[config.mk]
export PLATFORM = sky130hd
export DESIGN_NAME = rxdesc_dma
export DESIGN_NICKNAME = d
export VERILOG_FILES = /design/src/rtl/rxd_pkg.sv /design/src/rtl/rxd_lane_pack.sv /design/src/rtl/rxd_sat_cnt.sv /design/src/rtl/rxdesc_dma.sv
export SDC_FILE = /design/constraint.sdc
export NUM_CORES = 1
export LEC_CHECK = 0
export BUFFER_PORTS_ARGS = -buffer_cell sky130_fd_sc_hd__buf_2
export CORE_MARGIN = 1.5
export CORE_UTILIZATION = 63
export CTS_CLUSTER_DIAMETER = 80
export DETAILED_ROUTE_END_ITERATION = 12
export PLACE_DENSITY = 0.86
export REMOVE_ABC_BUFFERS = 1
export SYNTH_ARGS = -nofsm -noshare
export SYNTH_HDL_FRONTEND = slang
export SYNTH_SLANG_ARGS = --single-unit
[constraint.sdc]
create_clock -name clk -period 10.2 [get_ports clk]
set_clock_uncertainty 0.1 [all_clocks]
set_input_delay 2.04 -clock clk [delete_from_list [all_inputs] [get_ports clk]]
set_output_delay 2.04 -clock clk [all_outputs]
set_load 0.01 [all_outputs]
[src/rtl/rxd_pkg.sv]
package rxd_pkg;
  typedef enum logic [2:0] {
    S_IDLE,
    S_RD_CTL,
    S_RD_BUF,
    S_RD_NXT,
    S_RECV,
    S_WR_DATA,
    S_WR_STAT,
    S_HALT
  } rxd_state_t;

  localparam int unsigned CTL_STOP_BIT = 31;
  localparam int unsigned STAT_EOF_BIT = 31;
  localparam int unsigned STAT_ERR_BIT = 30;
  localparam int unsigned LEN_W        = 16;
  localparam int unsigned OFS_BUF      = 4;
  localparam int unsigned OFS_NXT      = 8;
  localparam int unsigned OFS_STAT     = 12;
endpackage

[src/rtl/rxd_lane_pack.sv]
module rxd_lane_pack #(
  parameter int unsigned LANES = 4
) (
  input  logic                       clk,
  input  logic                       rst_n,
  input  logic                       clr,
  input  logic                       push,
  input  logic [$clog2(LANES)-1:0]   lane,
  input  logic [7:0]                 din,
  output logic [LANES*8-1:0]         word,
  output logic [LANES-1:0]           be
);
  for (genvar g = 0; g < LANES; g++) begin : g_lane
    always_ff @(posedge clk or negedge rst_n) begin
      if (!rst_n) begin
        be[g]          <= 1'b0;
        word[g*8 +: 8] <= 8'h00;
      end else if (clr) begin
        be[g]          <= 1'b0;
        word[g*8 +: 8] <= 8'h00;
      end else if (push && (lane == g)) begin
        be[g]          <= 1'b1;
        word[g*8 +: 8] <= din;
      end
    end
  end
endmodule

[src/rtl/rxd_sat_cnt.sv]
module rxd_sat_cnt #(
  parameter int unsigned W = 16
) (
  input  logic         clk,
  input  logic         rst_n,
  input  logic         clr,
  input  logic         inc,
  output logic [W-1:0] cnt
);
  localparam logic [W-1:0] TOP = {W{1'b1}};

  always_ff @(posedge clk or negedge rst_n) begin
    if (!rst_n)                 cnt <= '0;
    else if (clr)               cnt <= '0;
    else if (inc && cnt != TOP) cnt <= cnt + 1'b1;
  end

  AST_DROP_MONO: assert property (@(posedge clk) disable iff (!rst_n)
    !clr |=> cnt >= $past(cnt));
endmodule

[src/rtl/rxdesc_dma.sv]
module rxdesc_dma
  import rxd_pkg::*;
#(
  parameter int unsigned ADDR_W = 32,
  parameter int unsigned DROP_W = 16
) (
  input  logic              clk,
  input  logic              rst_n,
  input  logic              cmd_init,
  input  logic [ADDR_W-1:0] base_addr,
  output logic              mem_req,
  output logic              mem_we,
  output logic [ADDR_W-1:0] mem_addr,
  output logic [31:0]       mem_wdata,
  output logic [3:0]        mem_be,
  input  logic [31:0]       mem_rdata,
  input  logic              mem_ack,
  input  logic              in_valid,
  input  logic [7:0]        in_data,
  input  logic              in_last,
  output logic              in_ready,
  output logic              irq_frame,
  output logic              irq_err,
  output logic              overflow,
  output logic [DROP_W-1:0] drop_cnt
);
  localparam int unsigned LANES  = 4;
  localparam int unsigned LANE_W = $clog2(LANES);

  rxd_state_t        st;
  logic [ADDR_W-1:0] desc_ptr, next_ptr, buf_addr, word_addr, cur_addr;
  logic [LEN_W-1:0]  limit, filled, filled_nx;
  logic              stop_f, eof_f, full_f;
  logic              take, init_ok, fault, buf_done;
  logic [31:0]       pk_word, status_w;
  logic [3:0]        pk_be;

  assign init_ok   = cmd_init && (st == S_IDLE || st == S_HALT);
  assign in_ready  = (st == S_RECV) || (st == S_HALT);
  assign overflow  = (st == S_HALT);
  assign take      = in_valid && (st == S_RECV);
  assign cur_addr  = buf_addr + ADDR_W'(filled);
  assign filled_nx = filled + 1'b1;
  assign buf_done  = (filled_nx == limit);
  assign fault     = stop_f && full_f;

  always_comb begin
    status_w = '0;
    status_w[STAT_EOF_BIT] = eof_f;
    status_w[STAT_ERR_BIT] = fault;
    status_w[LEN_W-1:0]    = filled;
  end

  rxd_lane_pack #(.LANES(LANES)) u_pack (
    .clk  (clk),
    .rst_n(rst_n),
    .clr  (st == S_WR_DATA && mem_ack),
    .push (take),
    .lane (cur_addr[LANE_W-1:0]),
    .din  (in_data),
    .word (pk_word),
    .be   (pk_be)
  );

  rxd_sat_cnt #(.W(DROP_W)) u_drop (
    .clk  (clk),
    .rst_n(rst_n),
    .clr  (init_ok),
    .inc  (in_valid && st == S_HALT),
    .cnt  (drop_cnt)
  );

  always_comb begin
    mem_req   = 1'b0;
    mem_we    = 1'b0;
    mem_addr  = desc_ptr;
    mem_wdata = '0;
    mem_be    = 4'hF;
    unique case (st)
      S_RD_CTL:  mem_req = 1'b1;
      S_RD_BUF:  begin mem_req = 1'b1; mem_addr = desc_ptr + ADDR_W'(OFS_BUF); end
      S_RD_NXT:  begin mem_req = 1'b1; mem_addr = desc_ptr + ADDR_W'(OFS_NXT); end
      S_WR_DATA: begin
        mem_req = 1'b1; mem_we = 1'b1; mem_addr = word_addr;
        mem_wdata = pk_word; mem_be = pk_be;
      end
      S_WR_STAT: begin
        mem_req = 1'b1; mem_we = 1'b1;
        mem_addr = desc_ptr + ADDR_W'(OFS_STAT); mem_wdata = status_w;
      end
      default: ;
    endcase
  end

  always_ff @(posedge clk or negedge rst_n) begin
    if (!rst_n) begin
      st        <= S_IDLE;
      desc_ptr  <= '0;
      next_ptr  <= '0;
      buf_addr  <= '0;
      word_addr <= '0;
      limit     <= '0;
      filled    <= '0;
      stop_f    <= 1'b0;
      eof_f     <= 1'b0;
      full_f    <= 1'b0;
      irq_frame <= 1'b0;
      irq_err   <= 1'b0;
    end else begin
      irq_frame <= 1'b0;
      irq_err   <= 1'b0;
      unique case (st)
        S_IDLE, S_HALT: if (init_ok) begin
          desc_ptr <= base_addr;
          st       <= S_RD_CTL;
        end
        S_RD_CTL: if (mem_ack) begin
          stop_f <= mem_rdata[CTL_STOP_BIT];
          limit  <= mem_rdata[LEN_W-1:0];
          filled <= '0;
          eof_f  <= 1'b0;
          full_f <= 1'b0;
          st     <= S_RD_BUF;
        end
        S_RD_BUF: if (mem_ack) begin
          buf_addr <= mem_rdata[ADDR_W-1:0];
          st       <= S_RD_NXT;
        end
        S_RD_NXT: if (mem_ack) begin
          next_ptr <= mem_rdata[ADDR_W-1:0];
          if (limit == '0) begin
            full_f <= 1'b1;
            st     <= S_WR_STAT;
          end else begin
            st <= S_RECV;
          end
        end
        S_RECV: if (take) begin
          filled    <= filled_nx;
          word_addr <= {cur_addr[ADDR_W-1:LANE_W], {LANE_W{1'b0}}};
          if (&cur_addr[LANE_W-1:0] || in_last || buf_done) begin
            eof_f  <= in_last;
            full_f <= buf_done;
            st     <= S_WR_DATA;
          end
        end
        S_WR_DATA: if (mem_ack) begin
          st <= (eof_f || full_f) ? S_WR_STAT : S_RECV;
        end
        S_WR_STAT: if (mem_ack) begin
          if (fault) begin
            irq_err <= 1'b1;
            st      <= S_HALT;
          end else begin
            irq_frame <= eof_f;
            desc_ptr  <= next_ptr;
            st        <= S_RD_CTL;
          end
        end
        default: st <= S_IDLE;
      endcase
    end
  end

  AST_REQ_HELD: assert property (@(posedge clk) disable iff (!rst_n)
    (mem_req && !mem_ack) |=> (mem_req && $stable(mem_addr)));

  AST_HALT_NO_MEM: assert property (@(posedge clk) disable iff (!rst_n)
    overflow |-> !mem_req);

  AST_HALT_STAYS: assert property (@(posedge clk) disable iff (!rst_n)
    (overflow && !cmd_init) |=> overflow);

  AST_ERR_AFTER_WRITE: assert property (@(posedge clk) disable iff (!rst_n)
    irq_err |-> $past(mem_req && mem_we && mem_ack));

  AST_IRQ_EXCL: assert property (@(posedge clk) disable iff (!rst_n)
    !(irq_err && irq_frame));
endmodule

* Word level (Yosys, flattened, before mapping)
Index checks and enable logic that the tools add are counted.
W data, S select, Z words.
** Word-level totals
- Register bits after elaboration :: 218
- Input port bits :: 78
- Output and inout port bits :: 90
- Logic and storage cells :: 145
** Cells by class
- Add/subtract/negate cells :: 6
- Eq/ne operators :: 22
- Muxes and demuxes :: 57
- Reduce and logical (&&, ||, !) cells :: 39
** Operators by type and width (number)
- $pmux W32 S2 :: 2
- $pmux W32 S4 :: 1
- $mux W32 :: 3
- $add A32 B4 Y32 const B :: 2
- $mux W16 :: 4
- $mux W8 :: 8
- $add A16 B1 Y16 const B :: 2
- $add A32 B16 Y32 :: 1
- $add A32 B3 Y32 const B :: 1
- $pmux W16 S2 :: 1
- $mux W3 :: 9
- $mux W1 :: 23
- $pmux W3 S7 :: 1
- $eq A16 B16 Y1 :: 1
- $logic_not A16 Y1 :: 1
- $ne A16 B16 Y1 const B :: 1
- $ne A2 B2 Y1 const B :: 8
- $reduce_bool A2 Y1 :: 7
- $eq A3 B3 Y1 const B :: 4
- $logic_and A1 B1 Y1 :: 10
- $reduce_and A2 Y1 :: 5
- $reduce_and A4 Y1 :: 2
- $reduce_and A8 Y1 :: 1
- $eq A3 B2 Y1 const B :: 2
- other kinds (16) :: 24

* Longest topological paths before layout
Gate-level depths: netlist of the first run.
- Word-level depth :: 7
- Depth in mapped cells :: 13

* Cells and area by module
Synthesis of the first run repeated with hierarchy kept, for this count alone.
** Unflattened totals
- Cells, all modules :: 1356
- Area, all modules :: 12807.3 um^2
** By module, submodules not included
- rxdesc_dma :: instances 1, cells an instance 1129, area an instance 10278.6 um^2, sequential area each 4154.0 um^2
- rxd_lane_pack :: instances 1, cells an instance 129, area an instance 1586.5 um^2, sequential area each 900.9 um^2
- rxd_sat_cnt :: instances 1, cells an instance 98, area an instance 942.2 um^2, sequential area each 400.4 um^2

* Least setup slack after synthesis of the first run
Ideal clock, no wire load.
- Path kind :: flip-flop to output port
- From :: register st[0]
- To :: output port mem_addr[15]
- Arrival :: 3.002 ns
- Data required time :: 8.060 ns
- Slack :: 5.058 ns
- Stages on the path, launching flop included :: 13
- Buffers on the path :: 2
- Cells stage by stage :: dfrtp_1 > nor2b_1 > clkbuf_1 > nand2_1 > clkinv_1 > clkbuf_1 > ha_1 > a21o_1 > and3_1 > a22oi_1 > nand3b_1 > o21ai_0 > o21ai_0
** On the way
- Word-level cells in the longest chain between the ends :: 2
** RTL lines
- start: declaration :: line rxdesc_dma.sv:30 : rxd_state_t st;
- start signal: assignment :: line rxdesc_dma.sv:148 : st <= (eof_f || full_f) ? S_WR_STAT : S_RECV;
- $eq A3 B3 Y1 / $eq A3 B2 Y1 (equally long branches) :: line rxdesc_dma.sv:79 : unique case (st)
- $pmux W32 S4 (*) :: line rxdesc_dma.sv:79
- end: declaration :: line rxdesc_dma.sv:13 : output logic [ADDR_W-1:0] mem_addr,
Every way passes the cells marked *; elsewhere a longest branch is shown, timed or not.

* Worst setup path in the final report of the first run
Ends and elaborated chain as after synthesis.

==> flow_summary.ini, run 1 <==
[sta]
slew_headroom = 0.198
max_freq_mhz = 145
post-route-period-util = 0.675
grt_setup_unrepaired = no
drv_slew = 0
period_needed_ns = 6.88
worstMarginPinSlew_ns = 1.20
fin_tns_setup_ns = 0
finalHoldViolCount = 0
finalSetupViolations = 0

[placed_design]
hpwlAfterDp_um = 25800
place.port_buffers = 167
globalplace.congestion = 0.953

[floorplanning]
ios = 168
die_h_um = 145
die_x_um = 145
initial_utilization = 0.646
rows = 51
die_area_um2 = 21000
core_um2 = 19600

[logic_synthesis]
synth_edf_count = 0
ys_async_sr_fraction = 1.00
yosys_most_used_dff = dfrtp_1
synth_seq_cells = 218
synth_commonest_cells = dfrtp_1, nand2_1, nor2_1
synthesis.yosys.warnings = 0
synth_area_leaders = dfrtp_1, mux2_2, nand2_1
yosys.area.top_type = dfrtp_1
synth.most_common_cell = dfrtp_1
syn_area_um2 = 12700
yosysUniqueCellTypes = 70
synth.top_cell.area_share = 0.431
synthCells = 1403
ys_seq_area_frac = 0.431
avgSynthCellArea_um2 = 9.03

[hold_path]
hold_end = word_addr[28]$_DFFE_PN0P_
worstHoldPathCells = 2
hp-start = word_addr[28]$_DFFE_PN0P_
hp-class = reg -> reg

[worst_setup_path]
max_stage_delay_ns = 0.65
cp_num_buf_inv = 3
end_kind = output pin
critical-path-top-delay-family = simple AND/OR/NAND/NOR gates
critPathLaunchType = flip-flop
path_class = reg -> out
r2r-start = filled[0]$_DFFE_PN0P_
timing.reg2reg.setup_slack_ns = 6.82
cpMostUsedCell = o21ai_0
crit_chain = nor2b_1 > nand2_1 > clkinv_1 > buf_4 > ha_1 > a21o_1 > and3_1 > a22oi_1 > nand3b_1 > o21ai_0 > o21ai_0 > buf_2
required_ns = 8.06
r2r_end = st[0]$_DFFE_PN0P_
critPathArrivalTime_ns = 4.74
reg2regPathDepth = 8
crit_fanout = 37
crit_slowest_cell = nor2b_1

[drt]
met2WireLength_um = 17200
routedWlPerCell_um = 21.0
drtPass1Iterations = 5
dr_wl_met3_um = 3870
wirelength_um = 37700
dr_total_vias = 11711
routed.top_layer = met4
antenna_left = 0
initialDrtViolationCount = 1414
drc = 0
wl_met1_um = 15400
via_per_inst = 6.50

[final_layout]
regArea_um2 = 5460
final_core_util = 0.734
area_growth_pct = 13.6
layout-drive-gt1-share = 0.209
multi_input_area_um2 = 6760
fillers = 1418
fin_nets = 1619

[cts]
cts_max_level = 1
tritoncts = yes
hold_buffers = 0
root_buffer = clkbuf_16
clock_sinks = 218
postCtsSetupRepairBufs = 0
insertion_delay_ns = 0.52
path_clk_slew_ns = 0.06
cts_buffers = 24
cts_max_path_buffers = 3
post_cts_resized = 0

[global_route]
grt_max_degree = 131
antenna_found_initial = 1
grt_overflow_total = 0
grt_pass1_vias = 11139
grt_pass1_wl_um = 59000
grtUsageTotal = 0.360

[outcome]
status = completed

[pwr]
ir_drop_mv = 0.187
cellPowerDensity_nw_per_um2 = 294
power_leakage_nw = 6.65

[flow_run]
cap_violations = 0
worst max path at each step:
stage	from	end	cells past startpoint
3_5_place_dp	st[0]$_DFFE_PN0P_	mem_addr[17]	12
5_1_grt	st[0]$_DFFE_PN0P_	mem_addr[15]	12
4_1_cts	st[0]$_DFFE_PN0P_	mem_addr[13]	12
3_3_place_gp	st[0]$_DFFE_PN0P_	mem_addr[29]	12
2_1_floorplan	st[1]$_DFFE_PN0P_	mem_addr[17]	9
6_report	st[0]$_DFFE_PN0P_	mem_addr[15]	12
placed cells by master, fill, tap and decap left out, types with 12 or more instances in the layout:
cell type	Yosys	final
o211ai_1	12	12
mux2_2	82	82
nand4_1	23	23
nand2_1	211	211
and2_1	27	27
and4_1	12	12
a31oi_1	43	43
nor4_1	12	12
mux2i_1	34	34
dfrtp_1	218	218
buf_2	20	166
clkbuf_16	0	25
buf_4	1	13
a21o_1	14	14
ha_1	20	20
nor3_1	20	19
o21ai_0	90	90
a21oi_1	55	55
inv_1	27	27
nor2_1	142	140
and3_1	28	28
nand3_1	41	40
a22o_1	18	18
xnor2_1	36	36
xor2_1	22	22
sequential cells by signal, summed over array words and instances, names as in the netlist, 3 cells and up:
register	cells
desc_ptr	32
u_drop.cnt	16
st	3
filled	16
next_ptr	32
limit	16
word_addr	30
u_pack.be	4
buf_addr	32
u_pack.word	32
cells by family (layout without fill, tap and decap cells):
group | count (synthesis) | after routing | synth area share
xor gates and xnor gates | 58 | 58 | 0.0401
muxes | 116 | 116 | 0.0998
buffers and inverters | 118 | 250 | 0.0373
DFF | 218 | 218 | 0.431
adders and majority gates | 22 | 22 | 0.0229
and+or+nand+nor | 566 | 566 | 0.212
other | 0 | 1 | 0
AOI/OAI and AO/OA | 305 | 305 | 0.157
layout make-up:
class | instances | area share
clock buffer | 32 | 0.0474
timing repair buffer | 180 | 0.0656
sequential | 218 | 0.379
antenna | 1 | 0.000174
tap | 265 | 0.0231
clock inverter | 10 | 0.00713
multi-input combinational | 1067 | 0.470
inverter | 28 | 0.00731
tightest hold or removal path: stages, from the launching register on:
cell	delay, ns
dfrtp_1	0.35
nand2_1	0.05
o21ai_0	0.06
where the power goes:
part	switching [mW]	internal (mW)	leakage (nW)
Sequential	0.386	1.20	2.73
Clock	0.353	0.518	0.390
Combinational	1.05	0.720	3.53
Total	1.79	2.44	6.65
metal layers:
| metal | vias up | track usage |
|---|---|---|
| li1 | 5234 | - |
| met1 | 5688 | 0.505 |
| met2 | 682 | 0.563 |
| met3 | 107 | 0.0684 |
| met4 | 0 | 0.122 |
| met5 | - | 0 |
metrics by stage:
stage          cells  setup WS (ns)  hold WS, ns  area, µm²  total power, mW
6_report        1801           3.32        0.385      14400             4.23
3_5_place_dp    1758           3.94        0.372      13600             3.29
5_1_grt         1801           3.06        0.410      14400             4.45
4_1_cts         1800           3.37        0.386      14400             4.18
3_3_place_gp    1758           4.03        0.361      13600             3.22
2_1_floorplan   1313           3.44        0.344      12300             2.63
(Power assumes the default switching activity.)
==> run 2, diff against run 1 <==
- ABC_AREA: not set -> 1
- CORE_UTILIZATION: 63 -> 59
- PLACE_DENSITY: 0.86 -> 0.81
- clock period: 10.2 -> 6.5 ns (I/O delays scaled with it)
==> flow_summary.ini, run 2 <==
[pwr]
ir_drop_mv = 0.240
power_leakage_nw = 7.22
power_mw = 6.60
cellPowerDensity_nw_per_um2 = 451

[worst_setup_path]
critPathArrivalTime_ns = 3.85
path_class = reg -> out
end_kind = output pin
timing.reg2reg.setup_slack_ns = 3.25
max_stage_delay_ns = 0.81
crit_chain = nand2_1 > nor2_2 > fa_1 > nand2_1 > nor2_2 > nand2_1 > nor2_2 > nand2_1 > o21ai_2 > nand2_1 > or4_1 > nand3_1 > buf_2
crit_slowest_cell = nor2_2
crit_fanout = 20
critPathLaunchType = flip-flop
cpMostUsedCell = nand2_1
required_ns = 5.10

[logic_synthesis]
synth_area_leaders = dfrtp_1, nand2_1, o21ai_0
synth.top_cell.area_share = 0.427
yosys_most_used_dff = dfrtp_1
synth.most_common_cell = nand2_1
synthCells = 1764
ys_seq_area_frac = 0.427
avgSynthCellArea_um2 = 7.25
synth_commonest_cells = nand2_1, dfrtp_1, inv_1
yosysUniqueCellTypes = 52
ys_async_sr_fraction = 1.00
synth_edf_count = 0
syn_area_um2 = 12800
yosys.area.top_type = dfrtp_1
synth_seq_cells = 218
synthesis.yosys.warnings = 0

[hold_path]
hp-class = reg -> reg

[drt]
drtPass1Iterations = 5
routedWlPerCell_um = 17.9
drc = 0
wirelength_um = 39200
initialDrtViolationCount = 1047
antenna_left = 0
dr_total_vias = 12726
via_per_inst = 5.80

[sta]
slew_headroom = 0.247
fin_tns_setup_ns = 0
finalHoldViolCount = 0
post-route-period-util = 0.807
drv_slew = 0
grt_setup_unrepaired = no
finalSetupViolations = 0
period_needed_ns = 5.25
worstMarginPinSlew_ns = 1.13
max_freq_mhz = 191

[global_route]
grt_max_degree = 125
grt_pass1_vias = 12114
grt_pass1_wl_um = 61900
grt_overflow_total = 0
grtUsageTotal = 0.350
antenna_found_initial = 0

[final_layout]
final_core_util = 0.691
diodes = 0
final_cell_mix = nand2_1, dfrtp_1, inv_1
area_growth_pct = 14.4
fillers = 1861
layout-drive-gt1-share = 0.148
fin_nets = 2004
final_common_cell = nand2_1

[cts]
postCtsSetupRepairBufs = 0
post_cts_resized = 0
path_clk_slew_ns = 0.06
cts_max_level = 1
tritoncts = yes
cts_buffers = 25
cts_max_path_buffers = 3
hold_buffers = 0
insertion_delay_ns = 0.52
root_buffer = clkbuf_16
clock_sinks = 218

[floorplanning]
initial_utilization = 0.604
rows = 53
core_um2 = 21200
die_area_um2 = 22600
die_x_um = 150
ios = 168
die_h_um = 150

[placed_design]
globalplace.congestion = 0.940
place.port_buffers = 167
hpwlAfterDp_um = 28600

[flow_run]
cap_violations = 0

[outcome]
status = completed
## run 2: changes by cell type after synthesis, sizes merged, moves of 28 or more
cell | before | now
o21ai | 93 | 227
mux2 | 82 | 0
inv | 27 | 206
mux2i | 34 | 0
nand3 | 43 | 88
and2 | 30 | 1
nand2 | 212 | 518
and3 | 28 | 0
## run 2: final cells by class
class / count / area, µm² / share of cell area
clock inverter: 8 / 109 / 0.00744
inverter: 207 / 777 / 0.0531
multi-input combinational: 1274 / 6280 / 0.429
sequential: 218 / 5460 / 0.373
tap: 275 / 344 / 0.0235
timing repair buffer: 178 / 941 / 0.0643
clock buffer: 34 / 719 / 0.0492
## run 2: logic make-up after synthesis
group	Yosys count	share of synthesized area
AND/OR/NAND/NOR	856	0.285
AO/OA/AOI/OAI	367	0.162
buffers and inverters	272	0.0831
flip-flops	218	0.427
XOR/XNOR	29	0.0209
adder cells (fa/ha/maj)	22	0.0227
## run 2: stage by stage
stage                     cells  setup slack [ns]  cell area (µm²)  hold slack [ns]
after floorplan            1699              2.28            12500            0.349
after global routing       2194             0.933            14600            0.405
after global placement     2152              1.96            13800            0.365
after CTS                  2194              1.27            14600            0.387
after detailed placement   2152              1.82            13800            0.371
final                      2194              1.25            14600            0.385
## run 2: layer usage
layer	GRT usage	routed length (µm)	up-vias
li1	-	-	6078
met1	0.486	16700	5979
met2	0.560	18000	582
met3	0.0491	3200	87
met4	0.125	1250	0
met5	0	0	-
## run 2: worst max-delay path: cells and delay by family, from the launching register on
family	cells	cell delay, ns
buf+inv	1	0.12
fa+ha+maj	1	0.37
compound gates	1	0.15
flops	1	0.47
simple gates	10	2.18
## run 2: path summary, 6_finish.rpt
check / startpoint / endpoint / cells past startpoint
hold reg to reg: next_ptr[23]$_DFFE_PN0P_ / next_ptr[23]$_DFFE_PN0P_ / 2
setup reg to reg: st[0]$_DFFE_PN0P_ / filled[10]$_DFFE_PN0P_ / 8
setup / recovery: st[2]$_DFFE_PN0P_ / mem_addr[28] / 13
max in group asynchronous: rst_n / filled[4]$_DFFE_PN0P_ / 2
min in group asynchronous: rst_n / next_ptr[24]$_DFFE_PN0P_ / 1
hold / removal: next_ptr[23]$_DFFE_PN0P_ / next_ptr[23]$_DFFE_PN0P_ / 2
## run 2: power by group
group | internal [mW] | total [mW] | switching (mW) | leakage [nW]
Combinational | 0.950 | 2.75 | 1.81 | 4.05
Clock | 0.853 | 1.42 | 0.570 | 0.410
Sequential | 1.89 | 2.42 | 0.528 | 2.75
==> run 3, diff against run 2 <==
- CORE_UTILIZATION: 59 -> 53
- PLACE_DENSITY: 0.81 -> 0.77
- clock period: 6.5 -> 4.5 ns (I/O delays scaled with it)
==> flow_summary.ini, run 3 (same netlist as run 2, synthesis figures left out) <==
[cts]
tritoncts = yes
cts_max_path_buffers = 3
cts_max_level = 1
hold_buffers = 0
clock_sinks = 218
cts_buffers = 25
root_buffer = clkbuf_16
postCtsSetupRepairBufs = 0
insertion_delay_ns = 0.52
post_cts_resized = 0
path_clk_slew_ns = 0.06

[pwr]
swShare = 0.436
p_switching_mw = 4.18
power.share.clock = 0.222
cellPowerDensity_nw_per_um2 = 651
ir_drop_mv = 0.410
internal_power_mw = 5.42
power_leakage_nw = 7.27
p_comb_frac = 0.416
power_frac_seq = 0.362

[drt]
dr_total_vias = 12555
drc = 0
drtPass1Iterations = 6
via_per_inst = 5.59
antenna_left = 0
routedWlPerCell_um = 17.4
wirelength_um = 39100
initialDrtViolationCount = 1126

[sta]
slew_headroom = 0.282
period_needed_ns = 4.20
grt_setup_unrepaired = no
max_freq_mhz = 238
fin_tns_setup_ns = 0
finalSetupViolations = 0
drv_slew = 0
worstMarginPinSlew_ns = 1.08
post-route-period-util = 0.933
finalHoldViolCount = 0

[worst_setup_path]
crit_path_start = st[1]$_DFFE_PN0P_
cpMostUsedCell = nand2_1
reg2regPathDepth = 12
crit_fanout = 7
path_class = reg -> out
crit_slowest_cell = dfrtp_1
critPathLaunchType = flip-flop
critPathArrivalTime_ns = 3.20
crit_chain = nand2_1 > nor2_4 > fa_1 > nand2_1 > nor2_2 > nand2_1 > nor2_2 > nand2_1 > o21ai_2 > nand2_1 > or4_1 > nand3_1 > buf_2
r2r-start = filled[0]$_DFFE_PN0P_
end_kind = output pin
max_stage_delay_ns = 0.46
required_ns = 3.50

[floorplanning]
initial_utilization = 0.543
die_h_um = 158
rows = 56
core_um2 = 23500
die_area_um2 = 25100
die_x_um = 158
ios = 168

[placed_design]
placed_area_um2 = 13900
globalplace.congestion = 0.955
hpwlAfterDp_um = 29000
place.port_buffers = 167

[global_route]
grt_pass1_wl_um = 61700
antenna_found_initial = 0
grt_pass1_vias = 11879
grtUsageTotal = 0.316
grt_max_degree = 108
grt_overflow_total = 0

[flow_run]
cap_violations = 0

[final_layout]
final_common_cell = nand2_1
fin_nets = 2010
final_core_util = 0.627
final_cell_mix = nand2_1, dfrtp_1, inv_1
diodes = 0
area_growth_pct = 15.4
layout-drive-gt1-share = 0.152
post-route-cell-area_um2 = 14800

[outcome]
status = completed

[hold_path]
hp-class = in -> async
[run 3: cell count changes in the layout (fill, tap and decap cells not counted), sizes merged]
cell      change
clkinv        +1
clkbuf        -1
inv           +1
bufinv        +1
buf           +6
clkinvlp      +1
[run 3: layer usage]
| layer | routed length, µm | up-vias | global-route usage |
|---|---|---|---|
| li1 | - | 6108 | - |
| met1 | 17300 | 5840 | 0.439 |
| met2 | 17800 | 520 | 0.520 |
| met3 | 2820 | 87 | 0.0384 |
| met4 | 1120 | 0 | 0.0957 |
| met5 | 0 | - | 0 |
[run 3: final cells by class]
type | instances | area [µm²]
clock buffers | 33 | 726
multi-input cells | 1274 | 6280
repair buffers | 184 | 973
inverters | 207 | 777
fillers | 2146 | 8780
clock inverters | 12 | 148
well taps | 319 | 399
flip-flops and latches | 218 | 5460
[run 3: power by group through the flow]
stage | combinational [mW] | sequential [mW] | clock [mW]
4_1_cts | 3.96 | 3.45 | 2.16
3_3_place_gp | 3.87 | 3.43 | 0
6_report | 4.00 | 3.47 | 2.13
2_1_floorplan | 2.66 | 3.22 | 0
3_5_place_dp | 3.93 | 3.47 | 0
5_1_grt | 4.50 | 3.56 | 2.24
[run 3: final timing paths]
kind | endpoint | slack [ns]
setup / recovery | mem_addr[28] | 0.30
hold / removal | desc_ptr[28]$_DFFE_PN0P_ | 0.29
setup reg to reg | word_addr[18]$_DFFE_PN0P_ | 1.46
hold reg to reg | word_addr[27]$_DFFE_PN0P_ | 0.38
max in group asynchronous | buf_addr[27]$_DFFE_PN0P_ | 2.92
min in group clk | word_addr[27]$_DFFE_PN0P_ | 0.38
[run 3: critical path, delay by kind of cell, from the launching register on]
kind | cells | cell delay [ns]
flip-flops | 1 | 0.46
buffers and inverters | 1 | 0.13
AND/OR/NAND/NOR | 10 | 1.70
AO/OA/AOI/OAI | 1 | 0.16
adder cells (fa/ha/maj) | 1 | 0.24
[run 3: stage by stage]
step           power, mW  hold slack (ns)  std cells  worst slack, ns
2_1_floorplan       5.88            0.349       1699            0.683
4_1_cts             9.57            0.365       2247            0.221
5_1_grt             10.3            0.384       2247            0.117
3_3_place_gp        7.31            0.364       2202            0.831
6_report            9.60            0.293       2247            0.301
3_5_place_dp        7.40            0.369       2202            0.776
